===== src/rtl/esd_pkg.sv =====
package esd_pkg;
    typedef enum logic [1:0] {
        ST_ACTIVE    = 2'd0,
        ST_COUNTDOWN = 2'd1,
        ST_TRIPPED   = 2'd2,
        ST_REARM     = 2'd3
    } esd_state_e;
endpackage


===== src/rtl/esd_switch_filter.sv =====
module esd_switch_filter #(
    parameter int DEB_CYCLES = 2_000_000
) (
    input  logic clk,
    input  logic rst_n,
    input  logic sw_raw,
    output logic sw_level
);
    localparam int CW = (DEB_CYCLES > 1) ? $clog2(DEB_CYCLES) : 1;
    localparam logic [CW-1:0] CNT_LAST = CW'(DEB_CYCLES - 1);

    typedef struct packed {
        logic          s1;
        logic          s2;
        logic          level;
        logic [CW-1:0] cnt;
    } filt_t;

    filt_t r_q, r_d;

    always_comb begin
        r_d    = r_q;
        r_d.s1 = sw_raw;
        r_d.s2 = r_q.s1;
        if (r_q.s2 == r_q.level) begin
            r_d.cnt = '0;
        end else if (r_q.cnt == CNT_LAST) begin
            r_d.level = r_q.s2;
            r_d.cnt   = '0;
        end else begin
            r_d.cnt = r_q.cnt + 1'b1;
        end
    end

    always_ff @(posedge clk or negedge rst_n) begin
        if (!rst_n) begin
            r_q <= '{s1: 1'b1, s2: 1'b1, level: 1'b1, cnt: '0};
        end else begin
            r_q <= r_d;
        end
    end

    assign sw_level = r_q.level;
endmodule


===== src/rtl/esd_tick_prescaler.sv =====
module esd_tick_prescaler #(
    parameter int TICK_DIV = 200_000_000
) (
    input  logic clk,
    input  logic rst_n,
    input  logic run,
    output logic tick
);
    generate
        if (TICK_DIV <= 1) begin : g_direct
            logic unused_ok;
            assign unused_ok = clk ^ rst_n;
            assign tick = run;
        end else begin : g_count
            localparam int PW = $clog2(TICK_DIV);
            localparam logic [PW-1:0] PRE_LAST = PW'(TICK_DIV - 1);
            logic [PW-1:0] pre_q, pre_d;

            always_comb begin
                if (!run || pre_q == PRE_LAST) pre_d = '0;
                else                           pre_d = pre_q + 1'b1;
            end

            always_ff @(posedge clk or negedge rst_n) begin
                if (!rst_n) pre_q <= '0;
                else        pre_q <= pre_d;
            end

            assign tick = run && (pre_q == PRE_LAST);
        end
    endgenerate
endmodule


===== src/rtl/esd_grace_timer.sv =====
module esd_grace_timer #(
    parameter int TICK_DIV    = 200_000_000,
    parameter int GRACE_TICKS = 300
) (
    input  logic clk,
    input  logic rst_n,
    input  logic run,
    output logic expire
);
    localparam int GW = (GRACE_TICKS > 1) ? $clog2(GRACE_TICKS) : 1;
    localparam logic [GW-1:0] TCNT_LAST = GW'(GRACE_TICKS - 1);

    logic          tick;
    logic [GW-1:0] tcnt_q, tcnt_d;

    esd_tick_prescaler #(.TICK_DIV(TICK_DIV)) u_pre (
        .clk  (clk),
        .rst_n(rst_n),
        .run  (run),
        .tick (tick)
    );

    always_comb begin
        if (!run)       tcnt_d = '0;
        else if (tick)  tcnt_d = tcnt_q + 1'b1;
        else            tcnt_d = tcnt_q;
    end

    always_ff @(posedge clk or negedge rst_n) begin
        if (!rst_n) tcnt_q <= '0;
        else        tcnt_q <= tcnt_d;
    end

    assign expire = run && tick && (tcnt_q == TCNT_LAST);
endmodule


===== src/rtl/env_shutdown_ctrl.sv =====
module env_shutdown_ctrl
    import esd_pkg::*;
#(
    parameter int N_PSU       = 2,
    parameter int TICK_DIV    = 200_000_000,
    parameter int GRACE_TICKS = 300,
    parameter int DEB_CYCLES  = 2_000_000
) (
    input  logic             clk,
    input  logic             rst_n,
    input  logic             cfg_auto_en,
    input  logic             cfg_skip_psu,
    input  logic             temp_hot,
    input  logic             volt_bad,
    input  logic [N_PSU-1:0] psu_present,
    input  logic             pwr_switch,
    output logic             power_on,
    output logic             crit_alarm,
    output logic [1:0]       state_o
);
    typedef struct packed {
        esd_state_e state;
    } ctl_t;

    ctl_t ctl_q, ctl_d;
    logic sw_on;
    logic grace_done;
    logic hard_fault;
    logic psu_missing;

    esd_switch_filter #(.DEB_CYCLES(DEB_CYCLES)) u_sw (
        .clk     (clk),
        .rst_n   (rst_n),
        .sw_raw  (pwr_switch),
        .sw_level(sw_on)
    );

    esd_grace_timer #(.TICK_DIV(TICK_DIV), .GRACE_TICKS(GRACE_TICKS)) u_timer (
        .clk   (clk),
        .rst_n (rst_n),
        .run   (ctl_q.state == ST_COUNTDOWN),
        .expire(grace_done)
    );

    assign hard_fault  = cfg_auto_en && (temp_hot || volt_bad);
    assign psu_missing = cfg_auto_en && !cfg_skip_psu && !(&psu_present);

    always_comb begin
        ctl_d = ctl_q;
        unique case (ctl_q.state)
            ST_ACTIVE: begin
                if (hard_fault)       ctl_d.state = ST_TRIPPED;
                else if (psu_missing) ctl_d.state = ST_COUNTDOWN;
            end
            ST_COUNTDOWN: begin
                if (hard_fault)        ctl_d.state = ST_TRIPPED;
                else if (!psu_missing) ctl_d.state = ST_ACTIVE;
                else if (grace_done)   ctl_d.state = ST_TRIPPED;
            end
            ST_TRIPPED: begin
                if (!sw_on) ctl_d.state = ST_REARM;
            end
            ST_REARM: begin
                if (sw_on) ctl_d.state = ST_ACTIVE;
            end
            default: ctl_d.state = ST_ACTIVE;
        endcase
    end

    always_ff @(posedge clk or negedge rst_n) begin
        if (!rst_n) ctl_q <= '{state: ST_ACTIVE};
        else        ctl_q <= ctl_d;
    end

    assign power_on   = (ctl_q.state == ST_ACTIVE) || (ctl_q.state == ST_COUNTDOWN);
    assign crit_alarm = (ctl_q.state == ST_COUNTDOWN) || (ctl_q.state == ST_TRIPPED);
    assign state_o    = ctl_q.state;
endmodule


===== config.mk =====
export PLATFORM = sky130hd
export DESIGN_NAME = env_shutdown_ctrl
export DESIGN_NICKNAME = d
export VERILOG_FILES = /design/src/rtl/esd_pkg.sv /design/src/rtl/esd_switch_filter.sv /design/src/rtl/esd_tick_prescaler.sv /design/src/rtl/esd_grace_timer.sv /design/src/rtl/env_shutdown_ctrl.sv
export SDC_FILE = /design/constraint.sdc
export NUM_CORES = 1
export LEC_CHECK = 0
export BUFFER_PORTS_ARGS = -buffer_cell sky130_fd_sc_hd__buf_2
export CAP_MARGIN = 5
export CORE_ASPECT_RATIO = 0.6
export CORE_UTILIZATION = 39
export CTS_BUF_LIST = sky130_fd_sc_hd__clkbuf_16
export CTS_CLUSTER_SIZE = 10
export DETAILED_ROUTE_END_ITERATION = 8
export PLACE_DENSITY_LB_ADDON = 0.1
export SYNTH_ARGS = -nofsm -noshare
export SYNTH_HDL_FRONTEND = slang
export SYNTH_SLANG_ARGS = --single-unit

===== constraint.sdc =====
create_clock -name clk -period 2.3 [get_ports clk]
set_clock_uncertainty 0.2 [all_clocks]
set_input_delay 0.575 -clock clk [delete_from_list [all_inputs] [get_ports clk]]
set_output_delay 0.575 -clock clk [all_outputs]
set_load 0.02 [all_outputs]

==> run_results.csv <==
group,metric,value,unit
run_status,status,"finished clean",
floorplanning,start_util,41.0,%
grt,grt_max_degree,28,
sta,finalCriticalPeriod,2240,ps
layout,fill_cells,753,
clock_tree,cts.reportedPaths.clkPinSlew,50,ps
clock_tree,cts_tree,"yes",
logic_synthesis,ys_types,39,
floorplanning,rows,25,
clock_tree,worst_skew_pair.late_latency,320,ps
drt,drt_pass1_iterations,4,
critical_path,r2r_setup_slack,160,ps
critical_path,worstReg2RegEnd,"u_sw.r_q[12]",
power_and_ir_drop,p_total,2460,µW
power_and_ir_drop,p_leak,0.00165,µW
logic_synthesis,ys_top_cells_by_area,"dfrtp_1, xnor2_1, xor2_1",
sta,tightest_slew,486,ps
critical_path,cp_slowest_cell,"dfrtp_1",
grt,antenna_found_initial,0,
critical_path,cpPeakStageDelay,370,ps
critical_path,path_max_fanout,3,
sta,hold_viol,0,
grt,track_usage,17.9,%
sta,maxSlewViolCount,0,
floorplanning,die_area,8840,µm²
drt,vias,2354,
sta,tns,0,ps
power_and_ir_drop,cellPowerDensity,631,nW/µm²
layout,mostFrequentLayoutCells,"dfrtp_1, nor2_1, xnor2_1",
drt,wl,6.89,mm
floorplanning,io_pins,13,
critical_path,arrival,1460,ps
critical_path,endpoint_kind,"output pin",
floorplanning,dieHeight,73.2,µm
layout,areaGrowthSynthToFinish,18.2,%
logic_synthesis,async_flop_share,100,%
floorplanning,core,8040,µm²
critical_path,r2r_start,"u_sw.r_q[0]",
sta,max_freq,0.447,GHz
layout,num-nets-final,371,
drt,drtAntennaViolNets,0,
drt,drt-vias-per-instance,5.03,
logic_synthesis,seq_area_frac_synth,47.9,%
power_and_ir_drop,peakVddDrop,363,µV
sta,grt_setup_unrepaired,"no",
min_path,hp-class,"input pin to async pin",
flow_run,cap_viol_max_count,0,
logic_synthesis,synth-seq-cells,63,
logic_synthesis,yosysTopAreaCellShare,45.5,%
critical_path,r2r_cells,7,
layout,diodes,0,
floorplanning,die_w,121,µm
grt,overflow,0,
logic_synthesis,syn_area,3300,µm²
layout,layout-drive-gt1-share,17.2,%
logic_synthesis,yosysTopAreaCell,"dfrtp_1",
critical_path,crit_required,1520,ps
place,hpwl,4.86,mm
drt,wl_per_cell,14.7,µm
critical_path,worst-setup-path-type,"flop to output pin",
logic_synthesis,ys.flop_type,"dfrtp_1",
clock_tree,clock_path_buffers,2,
sta,relSlewSlack,67.6,%
sta,fin_crit_sh,97.4,%
critical_path,critPathLaunchType,"flop",
place,gp_congestion,0.816,
logic_synthesis,synth_nets,341,
critical_path,startpoint,"state_o[1]",
grt,grt_pass1_vias,2236,
drt,drcViolationCount,0,
layout,layout_commonest_cell,"dfrtp_1",
critical_path,crit_chain,"inv_1 -> ha_1 -> or2_2 -> buf_2",
drt,drtIter0Drc,138,
sta,setup_viol,0,
logic_synthesis,yosysWarnings,0,
critical_path,crit_end,"power_on",
clock_tree,htreeDepth,3,
logic_synthesis,syn_avg_cell_area,10.1,µm²
grt,grt_first_pass_wirelength,11.9,mm
logic_synthesis,syn_inst,325,
clock_tree,cts_buffers,9,
place,numPortBuffers,12,
clock_tree,cts-root-buf,"clkbuf_16",
clock_tree,clock_sinks,63,
logic_synthesis,synth_edf_count,0,
-- cell type report --
class / instances / area, µm² / share of cell area, %
clock inverters: 7 / 53.8 / 1.38
multi-input cells: 242 / 1640 / 42.0
repair buffers: 28 / 221 / 5.68
inverters: 11 / 41.3 / 1.06
clock buffers: 9 / 225 / 5.78
flip-flops and latches: 63 / 1580 / 40.6
well taps: 108 / 135 / 3.47
-- how the worst min path moves through the flow --
stage	start	end	slack [ps]	cells after the start
global route	rst_n	u_timer.u_pre.g_count.pre_q[6]	50	1
detailed placement	u_sw.r_d[22]	u_sw.r_q[22]	150	0
finish	rst_n	u_timer.u_pre.g_count.pre_q[11]	10	1
CTS	rst_n	u_timer.u_pre.g_count.pre_q[6]	30	1
global placement	u_sw.r_d[22]	u_sw.r_q[22]	150	0
floorplan	rst_n	state_o[0]	80	0
-- metrics by stage --
stage	hold slack, ps	worst slack (ps)	area, µm²	utilization (%)	cells
2_1_floorplan	79.4	373	3300	-	325
6_report	12.3	60.4	3900	48.5	468
3_5_place_dp	149	96.7	3580	44.6	449
4_1_cts	26.4	8.58	3870	48.1	466
3_3_place_gp	146	135	3580	44.6	449
5_1_grt	45.1	10.5	3900	48.5	468
-- critical path, delay by kind of cell, from the launching register on --
family | cells | cell delay (ps)
adders and majority gates | 1 | 220
buffers and inverters | 2 | 260
DFF | 1 | 370
and+or+nand+nor | 1 | 290
-- synthesized netlist by cell type (4+ instances only) --
| library cell | count |
|---|---|
| nor4_1 | 9 |
| ha_1 | 7 |
| nand2_1 | 18 |
| dfrtp_1 | 60 |
| nand3_1 | 19 |
| and4_1 | 8 |
| nor3_1 | 11 |
| xor2_1 | 25 |
| inv_1 | 11 |
| nor2_2 | 4 |
| and2_1 | 9 |
| nor2_1 | 47 |
| xnor2_1 | 27 |
| buf_2 | 8 |
| nand4_1 | 15 |
| o21ai_0 | 6 |
| and3_1 | 7 |
-- repair_timing --
item,in CTS,in global routing
setup buffers,1,2
hold buffers,0,0
pin swaps,0,0
resized for setup,1,5
endpoints found under the setup margin,1,14
-- per-layer routing --
layer	GRT usage, %	share of wire (%)	vias to the layer above
met3	5.39	4.6	5
met5	0	0	-
met1	28.5	57	1126
met4	3.29	0.59	0
met2	23.4	38	35
li1	-	-	1188
-- kinds of logic (layout without fill, tap and decap cells) --
family,count (synthesis),in the layout,share of synthesized area (%)
AND/OR/NAND/NOR,165,165,29.2
flip-flops,63,63,47.9
XOR/XNOR,52,52,13.8
buffers and inverters,20,55,2.58
AO/OA/AOI/OAI,14,14,2.58
adder cells (fa/ha/maj),7,7,2.66
multiplexers,4,4,1.25
-- report_power, final --
part           switching, µW  internal, µW
sequential              4.62          1120
combinational           39.7          20.7
clock                    461           817
total                    505          1950
-- registers in the layout (all words and copies together), names as in the netlist --
register	cells
u_sw.r_d	1
u_timer.u_pre.g_count.pre_q	28
u_sw.sw_level	1
u_sw.r_q	22
u_timer.tcnt_q	9
state_o	2
No activity file was read; power rests on OpenSTA's default activity.
